File: src/rtl/bpm_pkg.sv
package bpm_pkg;

    typedef enum logic [1:0] {
        ST_IDLE  = 2'd0,
        ST_RUN   = 2'd1,
        ST_DRAIN = 2'd2,
        ST_DONE  = 2'd3
    } bpm_state_e;

    function automatic int unsigned idx_width(input int unsigned n);
        return (n > 1) ? $clog2(n) : 1;
    endfunction

endpackage

File: src/rtl/bpm_popcount.sv
module bpm_popcount #(
    parameter int ROW_W = 512,
    parameter int GROUP = 16,
    parameter int CNT_W = $clog2(ROW_W + 1)
) (
    input  logic [ROW_W-1:0] row_i,
    output logic [CNT_W-1:0] count_o
);
    localparam int NGRP = ROW_W / GROUP;
    localparam int GW   = $clog2(GROUP + 1);

    logic [GW-1:0] grp_cnt [NGRP];

    // First level: one small adder chain per group of row bits.
    for (genvar g = 0; g < NGRP; g++) begin : g_group
        always_comb begin
            grp_cnt[g] = '0;
            for (int b = 0; b < GROUP; b++) begin
                grp_cnt[g] = grp_cnt[g] + {{(GW-1){1'b0}}, row_i[g*GROUP + b]};
            end
        end
    end

    // Second level: sum of the group counts.
    always_comb begin
        count_o = '0;
        for (int g = 0; g < NGRP; g++) begin
            count_o = count_o + CNT_W'(grp_cnt[g]);
        end
    end

endmodule

File: src/rtl/bpm_sequencer.sv
module bpm_sequencer
    import bpm_pkg::*;
#(
    parameter int IN_BITS = 8,
    parameter int WT_BITS = 8,
    parameter int IB_W    = idx_width(IN_BITS),
    parameter int WB_W    = idx_width(WT_BITS)
) (
    input  logic            clk,
    input  logic            rst_n,
    input  logic            start_i,
    input  logic            row_valid_i,
    output logic            ready_o,
    output logic            fire_o,
    output logic            clear_o,
    output logic            done_o,
    output logic [IB_W-1:0] ibit_o,
    output logic [WB_W-1:0] wbit_o
);
    localparam logic [IB_W-1:0] IB_LAST = IB_W'(IN_BITS - 1);
    localparam logic [WB_W-1:0] WB_LAST = WB_W'(WT_BITS - 1);

    bpm_state_e      state_q, state_d;
    logic [IB_W-1:0] ibit_q;
    logic [WB_W-1:0] wbit_q;
    logic            last_pair;
    logic            accept;

    assign last_pair = (ibit_q == IB_LAST) && (wbit_q == WB_LAST);
    assign accept    = (state_q == ST_RUN) && row_valid_i;

    // Next-state logic.
    always_comb begin
        state_d = state_q;
        unique case (state_q)
            ST_IDLE:  if (start_i) state_d = ST_RUN;
            ST_RUN:   if (accept && last_pair) state_d = ST_DRAIN;
            ST_DRAIN: state_d = ST_DONE;
            ST_DONE:  state_d = ST_IDLE;
            default:  state_d = ST_IDLE;
        endcase
    end

    // State register.
    always_ff @(posedge clk or negedge rst_n) begin
        if (!rst_n) state_q <= ST_IDLE;
        else        state_q <= state_d;
    end

    // Pair counters: weight index inner, input index outer.
    always_ff @(posedge clk or negedge rst_n) begin
        if (!rst_n) begin
            ibit_q <= '0;
            wbit_q <= '0;
        end else if (state_q == ST_IDLE && start_i) begin
            ibit_q <= '0;
            wbit_q <= '0;
        end else if (accept && !last_pair) begin
            if (wbit_q == WB_LAST) begin
                wbit_q <= '0;
                ibit_q <= ibit_q + 1'b1;
            end else begin
                wbit_q <= wbit_q + 1'b1;
            end
        end
    end

    // Outputs decoded from state.
    always_comb begin
        ready_o = 1'b0;
        done_o  = 1'b0;
        clear_o = 1'b0;
        unique case (state_q)
            ST_IDLE:  clear_o = start_i;
            ST_RUN:   ready_o = 1'b1;
            ST_DRAIN: ;
            ST_DONE:  done_o  = 1'b1;
            default:  ;
        endcase
    end

    assign fire_o = accept;
    assign ibit_o = ibit_q;
    assign wbit_o = wbit_q;

endmodule

File: src/rtl/bpm_shift_acc.sv
module bpm_shift_acc #(
    parameter int CNT_W = 10,
    parameter int SH_W  = 4,
    parameter int ACC_W = 26
) (
    input  logic             clk,
    input  logic             rst_n,
    input  logic             clear_i,
    input  logic             fire_i,
    input  logic [CNT_W-1:0] count_i,
    input  logic [SH_W-1:0]  shamt_i,
    output logic [ACC_W-1:0] acc_o
);
    logic             vld_q;
    logic [CNT_W-1:0] cnt_q;
    logic [SH_W-1:0]  sh_q;
    logic [ACC_W-1:0] acc_q;
    logic [ACC_W-1:0] term;

    // Stage 1: capture the popcount and its weight.
    always_ff @(posedge clk or negedge rst_n) begin
        if (!rst_n) begin
            vld_q <= 1'b0;
            cnt_q <= '0;
            sh_q  <= '0;
        end else begin
            vld_q <= fire_i;
            if (fire_i) begin
                cnt_q <= count_i;
                sh_q  <= shamt_i;
            end
        end
    end

    assign term = ACC_W'(cnt_q) << sh_q;

    // Stage 2: weighted add.
    always_ff @(posedge clk or negedge rst_n) begin
        if (!rst_n)       acc_q <= '0;
        else if (clear_i) acc_q <= '0;
        else if (vld_q)   acc_q <= acc_q + term;
    end

    assign acc_o = acc_q;

endmodule

File: src/rtl/bitplane_mac.sv
module bitplane_mac
    import bpm_pkg::*;
#(
    parameter int ROW_W   = 512,
    parameter int IN_BITS = 8,
    parameter int WT_BITS = 8,
    parameter int ACC_W   = $clog2(ROW_W + 1) + IN_BITS + WT_BITS
) (
    input  logic                                clk,
    input  logic                                rst_n,
    input  logic                                start,
    input  logic                                row_valid,
    input  logic [ROW_W-1:0]                    row_data,
    output logic                                row_ready,
    output logic [idx_width(IN_BITS)-1:0]       req_ibit,
    output logic [idx_width(WT_BITS)-1:0]       req_wbit,
    output logic                                done,
    output logic [ACC_W-1:0]                    result
);
    localparam int IB_W  = idx_width(IN_BITS);
    localparam int WB_W  = idx_width(WT_BITS);
    localparam int CNT_W = $clog2(ROW_W + 1);
    localparam int SH_W  = idx_width(IN_BITS + WT_BITS - 1);

    logic             fire;
    logic             clear;
    logic [CNT_W-1:0] count;
    logic [SH_W-1:0]  shamt;

    bpm_sequencer #(
        .IN_BITS (IN_BITS),
        .WT_BITS (WT_BITS),
        .IB_W    (IB_W),
        .WB_W    (WB_W)
    ) u_seq (
        .clk         (clk),
        .rst_n       (rst_n),
        .start_i     (start),
        .row_valid_i (row_valid),
        .ready_o     (row_ready),
        .fire_o      (fire),
        .clear_o     (clear),
        .done_o      (done),
        .ibit_o      (req_ibit),
        .wbit_o      (req_wbit)
    );

    bpm_popcount #(
        .ROW_W (ROW_W),
        .GROUP (16),
        .CNT_W (CNT_W)
    ) u_pop (
        .row_i   (row_data),
        .count_o (count)
    );

    assign shamt = SH_W'(req_ibit) + SH_W'(req_wbit);

    bpm_shift_acc #(
        .CNT_W (CNT_W),
        .SH_W  (SH_W),
        .ACC_W (ACC_W)
    ) u_acc (
        .clk     (clk),
        .rst_n   (rst_n),
        .clear_i (clear),
        .fire_i  (fire),
        .count_i (count),
        .shamt_i (shamt),
        .acc_o   (result)
    );

endmodule

File: config.mk
export PLATFORM = sky130hd
export DESIGN_NAME = bitplane_mac
export DESIGN_NICKNAME = d
export VERILOG_FILES = /design/src/rtl/bpm_pkg.sv /design/src/rtl/bpm_popcount.sv /design/src/rtl/bpm_sequencer.sv /design/src/rtl/bpm_shift_acc.sv /design/src/rtl/bitplane_mac.sv
export SDC_FILE = /design/constraint.sdc
export NUM_CORES = 1
export LEC_CHECK = 0
export BUFFER_PORTS_ARGS = -buffer_cell sky130_fd_sc_hd__buf_4
export CORE_AREA = 2 2 213 215
export DETAILED_ROUTE_END_ITERATION = 8
export DIE_AREA = 0 0 215 217
export PLACE_DENSITY_LB_ADDON = 0.08
export SETUP_SLACK_MARGIN = 0.05
export SLEW_MARGIN = 0
export SYNTH_ARGS = -nofsm -noshare
export SYNTH_HDL_FRONTEND = slang
export SYNTH_SLANG_ARGS = --single-unit
File: constraint.sdc
create_clock -name clk -period 4.3 [get_ports clk]
set_clock_uncertainty 0.2 [all_clocks]
set_input_delay 0.215 -clock clk [delete_from_list [all_inputs] [get_ports clk]]
set_output_delay 0.215 -clock clk [all_outputs]
set_load 0.005 [all_outputs]
Word-level counts from Yosys, hierarchy flattened. Index checks and enable logic that the tools add are counted. Widths: inputs -> output; s select.

Flip-flop bits (word level): 49. Bits in read-only memories: 0. Word-level logic and storage cells: 556. Output and inout bits: 34. Bits in latches: 0. Bits of input ports: 516. Memory bits (writable): 0. Memories: 0.

Shift operators: 1. Div/mod/pow operators: 0. Bitwise logic cells: 0. Magnitude comparators: 0. $add $sub $neg: 515. $mul: 0. Mux-type cells: 14. Reduce and logical (&&, ||, !) cells: 12. Equality and inequality tests: 7.

Operators with widths (count): $add 5x1->5 (448); $add 10x5->10 (30); $add 1x1->2 (32); $mux 26 (2); $add 26x26->26 (1); $shl 10x4->26 (1); $mux 3 (6); $pmux 2 s4 (1); $add 3x1->3 const B (2); $add 5x5->6 (1); $eq 3x3->1 const B (2); $reduce_bool 2->1 (3); $logic_and 1x1->1 (5); $add 3x3->4 (1); $eq 2x2->1 const B (2); $mux 2 (2); $ne 2x2->1 const B (2); $reduce_and 2->1 (2); $mux 1 (3); $eq 2x1->1 const B (1); $logic_not 2->1 (1); $logic_not 1->1 (1).

Longest topological paths before layout. Gate-level depths: netlist of the first run.

Depth in word-level cells: 46. Depth in mapped cells: 36. Depth with buffers taken out: 36.

Modules after synthesis. Synthesis of the first run repeated with hierarchy kept, for this count alone.

Cell total of the unflattened synthesis: 1760. Area, all modules: 17649.4 um^2.

By module, submodules not included: bpm_popcount (area an instance 13583.0 um^2, seq. area each 0.0 um^2, cells an instance 1295, times used 1); bpm_shift_acc (area an instance 3478.3 um^2, seq. area each 1026.0 um^2, cells an instance 406, times used 1); bpm_sequencer (area an instance 493.0 um^2, seq. area each 200.2 um^2, cells an instance 47, times used 1); bitplane_mac (area an instance 95.1 um^2, seq. area each 0.0 um^2, cells an instance 12, times used 1).

Worst setup path before layout of the first run. OpenSTA, ideal clock, no wires.

Kind: input -> register. From: input row_data[16]. To: register u_acc.cnt_q[9]. Arrival: 9.783 ns. Library setup time: 0.130 ns. Path slack: -5.813 ns. Required time: 3.970 ns. Buffers on the path: 0. Cell stages on the path: 32. Cell sequence: ha_1 > inv_1 > fa_1 > fa_1 > fa_1 > fa_1 > fa_1 > fa_1 > inv_1 > ha_1 > a21o_1 > a21oi_1 > xor2_1 > fa_1 > fa_1 > fa_1 > fa_1 > fa_1 > fa_1 > inv_1 > fa_1 > inv_1 > fa_1 > inv_1 > ha_1 > a21o_1 > a21oi_1 > o21bai_1 > a211o_1 > a31oi_1 > xnor2_1 > o21ai_1.

Word-level cells in the longest chain between the ends: 46.

Ends and longest elaborated chain: start, declared (line bitplane_mac.sv:13) `input logic [ROW_W-1:0] row_data,`; $add 1x1->2 (line bpm_popcount.sv:19) `grp_cnt[g] = grp_cnt[g] + {{(GW-1){1'b0}}, row_i[g*GROUP + b]};`; $add 5x1->5 (14 in a row) (line bpm_popcount.sv:19); $add 5x5->6 (line bpm_popcount.sv:28) `count_o = count_o + CNT_W'(grp_cnt[g]);`; $add 10x5->10 (30 in a row) (line bpm_popcount.sv:28); end signal, assigned (line bpm_shift_acc.sv:29) `cnt_q <= count_i;`; end, declared (line bpm_shift_acc.sv:15) `logic [CNT_W-1:0] cnt_q;`.

No other way between the ends. A chain may end at the register's enable or synchronous reset.

Worst setup path after layout of the first run.
From: input row_data[17]. To: register u_acc.cnt_q[9].

The elaborated chain is that of the path after synthesis.

==> flow_summary.yaml, run 1 <==
clock_network:
  clock-sinks: 49
  cts_tree: "built"
  ctsLongestPathBuffers: 2
  clkLatencyLatePin_ns: 0.30
  numCtsBuffers: 5
  clk_pin_slew_ns: 0.08
  cts_root_buf: "clkbuf_16"
  h-tree-depth: 2
setup_path:
  end_kind: "register"
  slowest_delay_ns: 0.55
  worst-setup-path-type: "input pin to register"
  slowest_stage: "fa_2"
  crit_fanout: 2
  worstPathRequired_ns: 4.26
  arrival_ns: 9.64
  cpMostUsedCell: "fa_1"
  worst_setup_path_start_kind: "input pin"
synthesis:
  synth_most_common_cell: "inv_1"
  yosys.area.top_type: "fa_1"
  netlist_area_mm2: 0.0205
  async_reset_ff_share_pct: 100
  synth_top_cell_area_share_pct: 45.1
  syn_avg_cell_area_um2: 9.20
  syn_inst: 2232
  ys.flop_type: "dfrtp_1"
  synth_edf_count: 0
  synth_cell_type_count: 60
  syn-num-nets: 3446
  yosysWarningCount: 0
  synth_xor_area_share_pct: 4.01
  ys_seq_area_share_pct: 5.97
  synthAdderAreaFrac_pct: 59.4
  synth_mux_area_share_pct: 1.81
  synth_compound_gate_area_share_pct: 7.42
  synth_simple_gate_area_share_pct: 4.38
  ys_seq_elements: 49
  synth_top_family_by_area: "adder cells"
  synth.area.top_cells: "fa_1 45%, inv_1 16%, ha_1 14%"
  synthTopCellsByCount: "902 x inv_1, 463 x fa_1, 235 x ha_1"
timing:
  rsz0062_at_grt: "yes"
  finalWorstSetupSlack_ns: -5.38
  period_needed_ns: 9.68
  slew_headroom_pct: 38.5
  worstMarginPinSlew_ns: 0.922
  report.final.setup_viol: 10
  fin_crit_sh_pct: 225
  slew_viol_final: 0
  fmax_mhz: 103
  fin_tns_setup_ns: -44.43
  hold_violations: 0
die:
  die_h_um: 217
  rows: 78
  die_area_mm2: 0.0467
  die_w_um: 215
  ios: 550
  start_util_pct: 46.0
  design.core.area_mm2: 0.0447
job:
  drv_cap: 0
route:
  via_count: 15700
  wirelength_um: 50800
  drtAntennaViolNets: 0
  first_pass_iters: 4
  viasPerCell: 4.54
  wl_per_cell_um: 14.7
  drt_iter0_markers: 396
  drc_errors: 0
placement:
  postPlaceCellArea_mm2: 0.0261
  globalplace.congestion: 0.893
  dpl.hpwl_um: 48900
  port_buffers: 549
global_routing:
  grtUsageTotal_pct: 22.6
  grt_pass1_vias: 17800
  grt-ovfl-total: 0
  antenna_found_initial: 3
  grt_max_degree: 50
  grt_pass1_wl_um: 84400
finish:
  drive_gt1_share_pct: 25.4
  final_cell_area_mm2: 0.0265
  synthToLayoutAreaGrowth_pct: 29.0
  final_nets: 4070
outcome:
  failed_checks: "negative setup slack"
  outcome: "complete, but fails checks"
hold_path:
  hold_path.class: "input pin to register"
[worst paths after layout]
kind,from,end,slack (ns),cells past startpoint
worst min register to register,u_acc.cnt_q[5]$_DFFE_PN0P_,u_acc.cnt_q[5]$_DFFE_PN0P_,0.31,2
worst max-delay path,row_data[17],u_acc.cnt_q[9]$_DFFE_PN0P_,-5.38,34
min in group asynchronous,rst_n,u_acc.acc_o[25]$_DFFE_PN0P_,0.27,2
worst max register to register,u_acc.sh_q[0]$_DFFE_PN0P_,u_acc.acc_o[20]$_DFFE_PN0P_,0.45,12
worst min-delay path,row_valid,u_seq.state_q[1]$_DFFE_PN0P_,0.18,5
max in group asynchronous,rst_n,u_acc.acc_o[19]$_DFFE_PN0P_,3.18,2
[layout make-up]
cell class | count | area [µm²]
diodes | 3 | 7.51
clock buffers | 5 | 125
clock inverters | 3 | 43.8
fillers | 4117 | 18200
inverters | 904 | 3390
multi-input cells | 1256 | 16100
flip-flops and latches | 49 | 1230
well taps | 600 | 751
repair buffers | 640 | 4830
[cell usage in the layout, fill, tap and decap left out, drive strengths merged, types with 27 or more instances in the layout]
cell type  netlist  final
inv            903    904
buf              8    639
fa             463    463
ha             235    235
a21oi           78     78
o21ai           69     69
nand2           59     59
dfrtp           49     49
xor2            48     48
xnor2           46     46
a21o            45     45
nor2            42     42
nor2b           34     34
mux2i           27     27
[critical path: cells and delay by family]
kind | cells | cell delay [ns]
buf+inv | 7 | 0.48
fa+ha+maj | 17 | 7.32
compound gates | 8 | 1.28
xor+xnor | 2 | 0.34
[stage by stage]
| stage | std cells | hold slack, ns | util (%) | worst slack, ns |
|---|---|---|---|---|
| finish | 3460 | 0.179 | 59.3 | -5.38 |
| global route | 3460 | 0.242 | 59.3 | -5.67 |
| CTS | 3457 | 0.182 | 59.2 | -5.44 |
| floorplan | 2232 | -0.281 | - | -5.19 |
| global placement | 3446 | 0.0884 | 58.4 | -5.77 |
| detailed placement | 3446 | 0.0908 | 58.4 | -5.81 |
[per-layer routing]
metal	track usage, %	routed length [µm]	vias up
met5	0	0	-
met2	43.9	28300	302
li1	-	-	7658
met4	4.99	1050	0
met1	26.1	19200	7705
met3	3.38	2250	54
[cell families (layout without fill, tap and decap cells)]
| kind of cell | after synthesis | count (layout) |
|---|---|---|
| buffers and inverters | 927 | 1552 |
| XOR/XNOR | 94 | 94 |
| AND/OR/NAND/NOR | 187 | 187 |
| multiplexers | 36 | 36 |
| other | 0 | 3 |
| adder cells (fa/ha/maj) | 698 | 698 |
| flip-flops | 49 | 49 |
| AO/OA/AOI/OAI | 241 | 241 |
[registers in the layout, summed over array words and instances, names as in the netlist]
register and flops:
u_acc.vld_q 1, u_seq.state_q 2, u_seq.ibit_o 3, u_seq.wbit_o 3, u_acc.sh_q 4, u_acc.cnt_q 10, u_acc.acc_o 26
[what timing repair did]
action                                  4_1_cts  5_1_grt
endpoints found under the setup margin       10       10
hold buffers                                  1        0
gates resized for setup                      21       10
pin swaps                                    11       11
buffers inserted                              2        0
hold endpoints to repair                     49        0
Power of run 1 is left out: the tool's default activity adds up to more than one toggle a clock period on the data nets, which glitch-free logic cannot reach.
==> run 2: changes to the inputs <==
CELL_PAD_IN_SITES_DETAIL_PLACEMENT = 1   (was not set)
CELL_PAD_IN_SITES_GLOBAL_PLACEMENT = 2   (was not set)
CORE_AREA = not set   (was 2 2 213 215)
CORE_ASPECT_RATIO = 1.2   (was not set)
CORE_UTILIZATION = 33   (was not set)
DIE_AREA = not set   (was 0 0 215 217)
==> flow_summary.yaml, run 2 (synthesis results as in run 1) <==
timing:
  finalWorstSetupSlack_ns: -5.52
  hold_violations: 0
  fin_tns_setup_ns: -46.00
  worstMarginPinSlew_ns: 0.733
  fmax_mhz: 102
  rsz0062_at_grt: "yes"
  slew_headroom_pct: 51.0
  slew_viol_final: 0
  fin_crit_sh_pct: 228
  period_needed_ns: 9.82
  report.final.setup_viol: 10
setup_path:
  slowest_stage: "fa_2"
  reg2reg_slack_ns: 0.44
  worst_setup_path_start_kind: "input pin"
  end_kind: "register"
  worstPathRequired_ns: 4.25
  arrival_ns: 9.77
  rr_endpoint: "u_acc.acc_o[23]$_DFFE_PN0P_"
  rr_worst_depth: 13
  slowest_delay_ns: 0.56
  crit_fanout: 2
  startpoint: "row_data[17]"
  r2r-start: "u_acc.sh_q[0]$_DFFE_PN0P_"
  worst-setup-path-type: "input pin to register"
  cpMostUsedCell: "fa_1"
global_routing:
  grt-ovfl-total: 0
  grtUsageTotal_pct: 19.3
  grt_pass1_wl_um: 95800
  grt_pass1_vias: 19100
  grt_max_degree: 50
  antenna_found_initial: 2
finish:
  final_nets: 4076
  drive_gt1_share_pct: 25.8
  final_common_cell: "inv_1"
  multiInputGateArea_mm2: 0.0162
  final_cell_mix: "889 x inv_1, 636 x buf_4, 446 x fa_1"
  synthToLayoutAreaGrowth_pct: 30.6
  seqCellArea_mm2: 0.00123
  instances_no_fill: 3673
  postLayoutCoreUtil_pct: 43.8
  largest_reg_flops: 26
  n_fill_cell: 7170
outcome:
  failed_checks: "negative setup slack"
  outcome: "complete, but fails checks"
route:
  drc_errors: 0
  wirelength_um: 60000
  viasPerCell: 4.38
  drt_iter0_markers: 239
  wl_per_cell_um: 16.3
  drtAntennaViolNets: 0
  first_pass_iters: 4
  via_count: 16100
hold_path:
  whs_endpoint: "u_seq.state_q[0]$_DFFE_PN0P_"
  hp-start: "start"
  hold_path.class: "input pin to register"
  hold-path-cell-count: 4
clock_network:
  clk_pin_slew_ns: 0.07
  clock-sinks: 49
  cts_tree: "built"
  clkLatencyLatePin_ns: 0.29
  cts_root_buf: "clkbuf_16"
  ctsLongestPathBuffers: 2
  numCtsBuffers: 5
  h-tree-depth: 2
placement:
  globalplace.congestion: 0.842
  dpl.hpwl_um: 57800
  dp_cells: 3657
  port_buffers: 549
die:
  die_w_um: 230
  start_util_pct: 33.6
  die_area_mm2: 0.0633
  rows: 99
  ios: 550
  die_h_um: 275
  design.core.area_mm2: 0.0612
job:
  drv_cap: 0
==> run 2: cell types whose count changed in the layout (fill, tap and decap cells not counted), sizes merged <==
cell | previous run | this run
diode | 3 | 2
inv | 904 | 903
clkbuf | 5 | 6
bufinv | 1 | 0
buf | 639 | 645
clkinv | 2 | 3
==> run 2: how the worst max path moves through the flow <==
stage                                      end  slack, ns
floorplan           u_acc.cnt_q[9]$_DFFE_PN0P_      -5.19
global placement    u_acc.cnt_q[9]$_DFFE_PN0P_      -5.88
detailed placement  u_acc.cnt_q[9]$_DFFE_PN0P_      -6.00
CTS                 u_acc.cnt_q[9]$_DFFE_PN0P_      -5.60
global route        u_acc.cnt_q[9]$_DFFE_PN0P_      -5.86
finish              u_acc.cnt_q[8]$_DFFE_PN0P_      -5.52
==> run 2: layer usage <==
metal	vias to the layer above	share of wire, %	global-route usage (%)
met5	-	0.027	0
met4	2	1.9	3.66
met3	53	3.0	1.88
met2	236	61	41.2
met1	8134	34	19.9
li1	7649	-	-
==> run 2: per-stage QoR <==
stage	setup slack (ns)	cell area (µm²)	hold WS, ns
2_1_floorplan	-5.19	20700	-0.281
3_3_place_gp	-5.88	26400	0.0932
3_5_place_dp	-6.00	26400	0.108
4_1_cts	-5.60	26800	0.212
5_1_grt	-5.86	26800	0.304
6_report	-5.52	26800	0.235
==> run 2: layout make-up <==
class                   count  share of cell area [%]
flip-flops and latches     49                    4.58
clock buffers               6                   0.518
clock inverters             2                  0.0513
multi-input cells        1256                    60.2
repair buffers            646                    18.2
inverters                 904                    12.6
diodes                      2                  0.0187
well taps                 808                    3.77
==> run 2: repair_timing <==
action	CTS	global route
pin swaps	13	9
hold endpoints to repair	49	0
gates resized for setup	32	13
hold buffers	1	0
endpoints found under the setup margin	10	11
setup buffers	5	6
==> run 2: critical path: cells and delay by family <==
| family | cells | cell delay (ns) |
|---|---|---|
| adder cells (fa/ha/maj) | 17 | 7.53 |
| XOR/XNOR | 2 | 0.34 |
| AO/OA/AOI/OAI | 7 | 0.97 |
| buffers and inverters | 9 | 0.69 |
Power of run 2 is left out for the same reason.
